**src/rtl/adc_result_seq.sv**
```systemverilog
module adc_result_seq #(
  parameter int DW = 10,
  parameter int AW = 5,
  parameter int RW = 16
) (
  input  logic          clk,
  input  logic          rst_n,
  input  logic          conv_done,
  input  logic [DW-1:0] conv_data,
  input  logic          trig,
  input  logic          abort,
  input  logic          reg_wr,
  input  logic          reg_rd,
  input  logic [AW-1:0] reg_addr,
  input  logic [RW-1:0] reg_wdata,
  output logic [RW-1:0] reg_rdata
);
  localparam int NREG = 16;
  localparam int CW   = $clog2(NREG);
  localparam logic [AW-1:0] A_CTRL = AW'(NREG);
  localparam logic [AW-1:0] A_STAT = AW'(NREG + 1);
  localparam logic [AW-1:0] A_FLAG = AW'(NREG + 2);

  logic [DW-1:0]   res [NREG];
  logic [NREG-1:0] ccf;
  logic [CW-1:0]   cnt, pos;
  logic [7:0]      ctrl;
  logic            ovr, done_q, busy;

  wire ctrl_wr  = reg_wr && reg_addr == A_CTRL;
  wire stat_wr  = reg_wr && reg_addr == A_STAT;
  wire res_sel  = reg_addr < AW'(NREG);
  wire fifo_eff = ctrl_wr ? reg_wdata[0] : ctrl[0];
  wire start    = (ctrl_wr || trig) && !abort;
  wire acc      = conv_done && busy && !start && !abort;
  wire last     = pos == ctrl[7:4];
  wire rd_hit   = reg_rd && res_sel && reg_addr[CW-1:0] == cnt;
  wire ovr_set  = acc && ccf[cnt] && !rd_hit;

  always_ff @(posedge clk) begin
    if (!rst_n) begin
      ctrl <= '0; cnt <= '0; pos <= '0;
      ovr <= 1'b0; done_q <= 1'b0; busy <= 1'b0;
    end else begin
      if (ctrl_wr) ctrl <= reg_wdata[7:0];

      if (ovr_set) ovr <= 1'b1;
      else if (start || (stat_wr && reg_wdata[0])) ovr <= 1'b0;

      if (abort) begin
        busy <= 1'b0; cnt <= '0; pos <= '0;
      end else if (start) begin
        busy <= 1'b1; pos <= '0; done_q <= 1'b0;
        if (ctrl_wr || !fifo_eff) cnt <= '0;
      end else if (acc) begin
        pos <= pos + 1'b1;
        cnt <= (last && !ctrl[0]) ? '0 : cnt + 1'b1;
        if (last) begin
          busy <= 1'b0; done_q <= 1'b1;
        end
      end

      if (!start && !(acc && last) && stat_wr && reg_wdata[1]) done_q <= 1'b0;
    end
  end

  for (genvar i = 0; i < NREG; i++) begin : g_reg
    always_ff @(posedge clk) begin
      if (!rst_n) begin
        res[i] <= '0; ccf[i] <= 1'b0;
      end else if (acc && cnt == CW'(i)) begin
        res[i] <= conv_data; ccf[i] <= 1'b1;
      end else if ((start && !fifo_eff) ||
                   (reg_rd && reg_addr == AW'(i))) begin
        ccf[i] <= 1'b0;
      end
    end
  end

  always_comb begin
    reg_rdata = '0;
    if (res_sel) reg_rdata[DW-1:0] = res[reg_addr[CW-1:0]];
    else if (reg_addr == A_CTRL) reg_rdata[7:0] = ctrl;
    else if (reg_addr == A_STAT) reg_rdata[7:0] = {cnt, 1'b0, busy, done_q, ovr};
    else if (reg_addr == A_FLAG) reg_rdata[NREG-1:0] = ccf;
  end

  AST_CTRL_CLR_CNT: assert property (@(posedge clk) disable iff (!rst_n)
    ctrl_wr && !abort |=> cnt == '0);
  AST_ABORT_IDLE: assert property (@(posedge clk) disable iff (!rst_n)
    abort |=> !busy && cnt == '0);
  AST_OVR_SET: assert property (@(posedge clk) disable iff (!rst_n)
    conv_done && busy && !trig && !reg_wr && !abort && !reg_rd && ccf[cnt] |=> ovr);
  AST_OVR_STICKY: assert property (@(posedge clk) disable iff (!rst_n)
    ovr && !trig && !reg_wr |=> ovr);
  AST_CCF_SET: assert property (@(posedge clk) disable iff (!rst_n)
    acc |=> ccf[$past(cnt)]);
  AST_NF_END_ZERO: assert property (@(posedge clk) disable iff (!rst_n)
    acc && last && !ctrl[0] |=> cnt == '0 && done_q && !busy);
  AST_IDLE_HOLD: assert property (@(posedge clk) disable iff (!rst_n)
    !busy && !trig && !reg_wr && !abort |=> $stable(cnt));
endmodule

```
**config.mk**
```make
export PLATFORM = sky130hd
export DESIGN_NAME = adc_result_seq
export DESIGN_NICKNAME = d
export VERILOG_FILES = /design/src/rtl/adc_result_seq.sv
export SDC_FILE = /design/constraint.sdc
export NUM_CORES = 1
export LEC_CHECK = 0
export BUFFER_PORTS_ARGS = -buffer_cell sky130_fd_sc_hd__clkbuf_2
export CAP_MARGIN = 20
export CORE_MARGIN = 2
export CORE_UTILIZATION = 63
export CTS_BUF_LIST = sky130_fd_sc_hd__clkbuf_8
export DETAILED_ROUTE_END_ITERATION = 8
export GPL_ROUTABILITY_DRIVEN = 0
export PLACE_DENSITY = 0.82
export SLEW_MARGIN = 5
export SYNTH_ARGS = -nofsm -noshare
export SYNTH_HDL_FRONTEND = slang
export SYNTH_SLANG_ARGS = --single-unit
```
**constraint.sdc**
```tcl
create_clock -name clk -period 3 [get_ports clk]
set_clock_uncertainty 0.05 [all_clocks]
set_input_delay 0.45 -clock clk [delete_from_list [all_inputs] [get_ports clk]]
set_output_delay 0.45 -clock clk [all_outputs]
set_load 0.1 [all_outputs]
```
==> flow_summary.yaml <==
routing:
  via_per_inst: 6.333
  drt-initial-drc-count: 1074
  via_count: 6124
  drt-total-wl_mm: 21.93
  drtPass1Iterations: 5
  wl_per_cell_um: 22.68
  drc_errors: 0
  ant_nets: 0
synth:
  seq_area_frac_synth_pct: 58.19
  ys_warn_count: 0
  synthAdderAreaFrac_pct: 0.6613
  synth_cell_types: 51
  yosys.area_share.simple_pct: 17.67
  synth-xor-area-share_pct: 1.018
  synth_top_area_share_pct: 50.79
  synth_compound_area_share_pct: 7.023
  netlist_area_um2: 9460
  synth_edf_count: 160
  yosys.area.top_type: "edfxtp_1"
  synthMuxAreaShare_pct: 12.92
  postSynthAreaPerCell_um2: 13.27
  synth_top_family_by_area: "simple AND/OR/NAND/NOR gates"
  ys.flop_type: "edfxtp_1"
  syn_inst: 713
  ys_seq_elements: 195
  synthTopCellsByArea: "edfxtp_1 (51%), and2_1 (11%), mux4_2 (11%)"
  async_reset_ff_share_pct: 0
  synth_fp_nets: 756
global_route:
  grt_max_degree: 31
  busiest_layer: "met2"
  overflow: 0
  met2_usage_pct: 46.71
  grtUsageTotal_pct: 28.60
  grt.met1_usage_pct: 39.39
  grtUsageMet3_pct: 5.989
  grt_pass1_vias: 6209
  grt_pass1_wl_mm: 34.52
  antenna_found_initial: 1
sta:
  tns_ns: 0
  fin_crit_ns: 2.877
  slew_violations: 0
  rsz0062_at_grt: "false"
  finalSetupViolations: 0
  period_share_pct: 95.89
  fmax_ghz: 0.3476
  maxSlewHeadroom_pct: 53.88
  tightest_slew_ns: 0.6892
  hold_viol_final: 0
clocking:
  cts_made_buffers: 17
  cts-htree-levels: 4
  cts_tree: "done"
  cts_root_buffer: "clkbuf_8"
  clock_latency_ns: 0.47
  clk_pin_slew_ns: 0.10
  ctsHoldBuffers: 0
  cts_buffer_depth: 2
  cts.sinks: 195
layout:
  layout-area-overhead-vs-synth_pct: 13.01
  fin_util_pct: 73.28
  drive_gt1_share_pct: 22.89
  finalNetCount: 813
  regArea_um2: 5505
  fill_cells: 912
  multi_input_area_um2: 3756
  instances_no_fill: 967
die:
  coreArea_um2: 14590
  die_h_um: 126.5
  floorplan.io_pins: 54
  rows: 44
  die_area_um2: 16010
  dieWidth_um: 126.5
  initial_utilization_pct: 64.85
pwr:
  combPwrFrac_pct: 11.3
  p_leak_nw: 3.757
  switchingPower_mw: 1.324
  p_per_area_nw_per_um2: 495.8
  p_int_mw: 3.977
  power_frac_clock_pct: 31.3
  swShare_pct: 24.97
  p_seq_share_pct: 57.4
  vdd_drop_max_mv: 0.4274
  finalPower_mw: 5.301
placement:
  placed_cells: 935
  numPortBuffers: 45
  dp_hpwl_mm: 15.31
min_path:
  hp-class: "input pin to flop"
run:
  maxCapViolCount: 0
critical_path:
  startpoint_type: "input pin"
  crit_fanout: 18
  cp.arrival_ns: 2.38
  crit_required_ns: 2.50
  crit_type: "input pin to primary output"
  r2r_setup_slack_ns: 0.71
  cp-end-kind: "primary output"
status:
  status: "completed"
==> synthesized netlist by cell type, types with 13 or more instances <==
cell and n:
nand2_1 44, buf_2 13, and2_1 166, clkbuf_1 21, mux4_2 46, o22ai_1 18, o21ai_0 40, dfxtp_1 35
nor2_1 19, edfxtp_1 160, mux2i_1 16
==> flip-flops by register name, indices dropped and copies added (netlist names) <==
name / flops
busy: 1
pos: 4
cnt: 4
ovr: 1
ccf: 16
done_q: 1
ctrl: 8
res: 160
==> final cells by class <==
cell class	instances	share of cell area [%]
Antenna cell	1	0.02341
Clock buffer	17	2.188
Clock inverter	14	1.276
Inverter	9	0.3160
Multi-Input combinational cell	467	35.13
Sequential cell	195	51.49
Tap cell	184	2.153
Timing Repair Buffer	80	7.420
==> critical path, stage by stage <==
cell,delay (ns)
buf_4,0.34
buf_12,0.20
mux4_2,0.55
mux2i_1,0.34
a22o_1,0.23
a21oi_2,0.06
buf_12,0.18
==> final timing paths <==
path	from	end	cells after the start
hold reg to reg	ctrl[2]	ctrl[2]	2
setup reg to reg	busy	res[11][1]	6
hold / removal	reg_wdata[6]	ctrl[6]	3
setup / recovery	reg_addr[0]	reg_rdata[2]	7
==> power groups by stage <==
stage | sequential [mW] | combinational [mW] | clock, mW
finish | 3.04 | 0.598 | 1.66
global route | 3.05 | 0.623 | 1.77
CTS | 3.04 | 0.595 | 1.67
detailed placement | 3.11 | 0.593 | 0
global placement | 3.09 | 0.579 | 0
floorplan | 3.09 | 0.372 | 0
==> stage by stage <==
stage | setup slack, ns | instance area [um^2] | hold slack [ns]
2_1_floorplan | -0.3513 | 9499 | 0.3906
3_3_place_gp | 0.1511 | 10320 | 0.4107
3_5_place_dp | 0.1035 | 10320 | 0.4203
4_1_cts | 0.1145 | 10690 | 0.1341
5_1_grt | 0.04037 | 10690 | 0.1292
6_report | 0.1234 | 10690 | 0.1544
==> cells in the final DEF, fill, tap and decap left out, types with 2 or more instances in the layout <==
| cell type | Yosys | routed |
|---|---|---|
| a21oi_2 | 0 | 4 |
| buf_4 | 2 | 31 |
| or2_2 | 3 | 3 |
| clkinv_2 | 0 | 3 |
| inv_6 | 0 | 3 |
| a22oi_1 | 3 | 3 |
| o21ai_0 | 40 | 39 |
| nor2_4 | 8 | 8 |
| a21boi_0 | 9 | 9 |
| and2_1 | 166 | 166 |
| nor2b_1 | 6 | 6 |
| clkinvlp_4 | 0 | 2 |
| dfxtp_1 | 35 | 35 |
| mux2i_1 | 16 | 16 |
| nand2b_1 | 10 | 10 |
| nand3b_1 | 7 | 7 |
| a22o_1 | 6 | 6 |
| a31oi_1 | 3 | 3 |
| buf_12 | 0 | 21 |
| nor3_1 | 2 | 2 |
| edfxtp_1 | 160 | 160 |
| nor2_1 | 19 | 19 |
| nand3_1 | 10 | 10 |
| ha_1 | 5 | 5 |
| a221oi_1 | 5 | 4 |
| nand2_1 | 44 | 44 |
| xor2_1 | 10 | 10 |
| clkbuf_8 | 0 | 17 |
| mux4_2 | 46 | 46 |
| o22ai_1 | 18 | 18 |
| clkbuf_2 | 0 | 28 |
| a21oi_1 | 10 | 6 |
| clkinv_1 | 0 | 2 |
| inv_1 | 9 | 10 |
| bufinv_16 | 0 | 2 |
==> repair_timing <==
item / 4_1_cts / 5_1_grt
gates resized for setup: 0 / 1
buffers inserted: 0 / 0
setup endpoints to repair: 0 / 1
==> layer usage <==
layer	wire, um	up-vias
li1	-	2732
met1	8884	3073
met2	10950	288
met3	1675	31
met4	416	0
met5	0	-
==> kinds of logic (layout without fill, tap and decap cells) <==
| kind of cell | count (synthesis) | in the layout |
|---|---|---|
| AND/OR/NAND/NOR | 283 | 283 |
| flip-flops | 195 | 195 |
| AO/OA/AOI/OAI | 104 | 104 |
| multiplexers | 64 | 64 |
| buffers and inverters | 51 | 120 |
| XOR/XNOR | 11 | 11 |
| adder cells (fa/ha/maj) | 5 | 5 |
| other | 0 | 1 |
No activity file was read; power rests on OpenSTA's default activity.
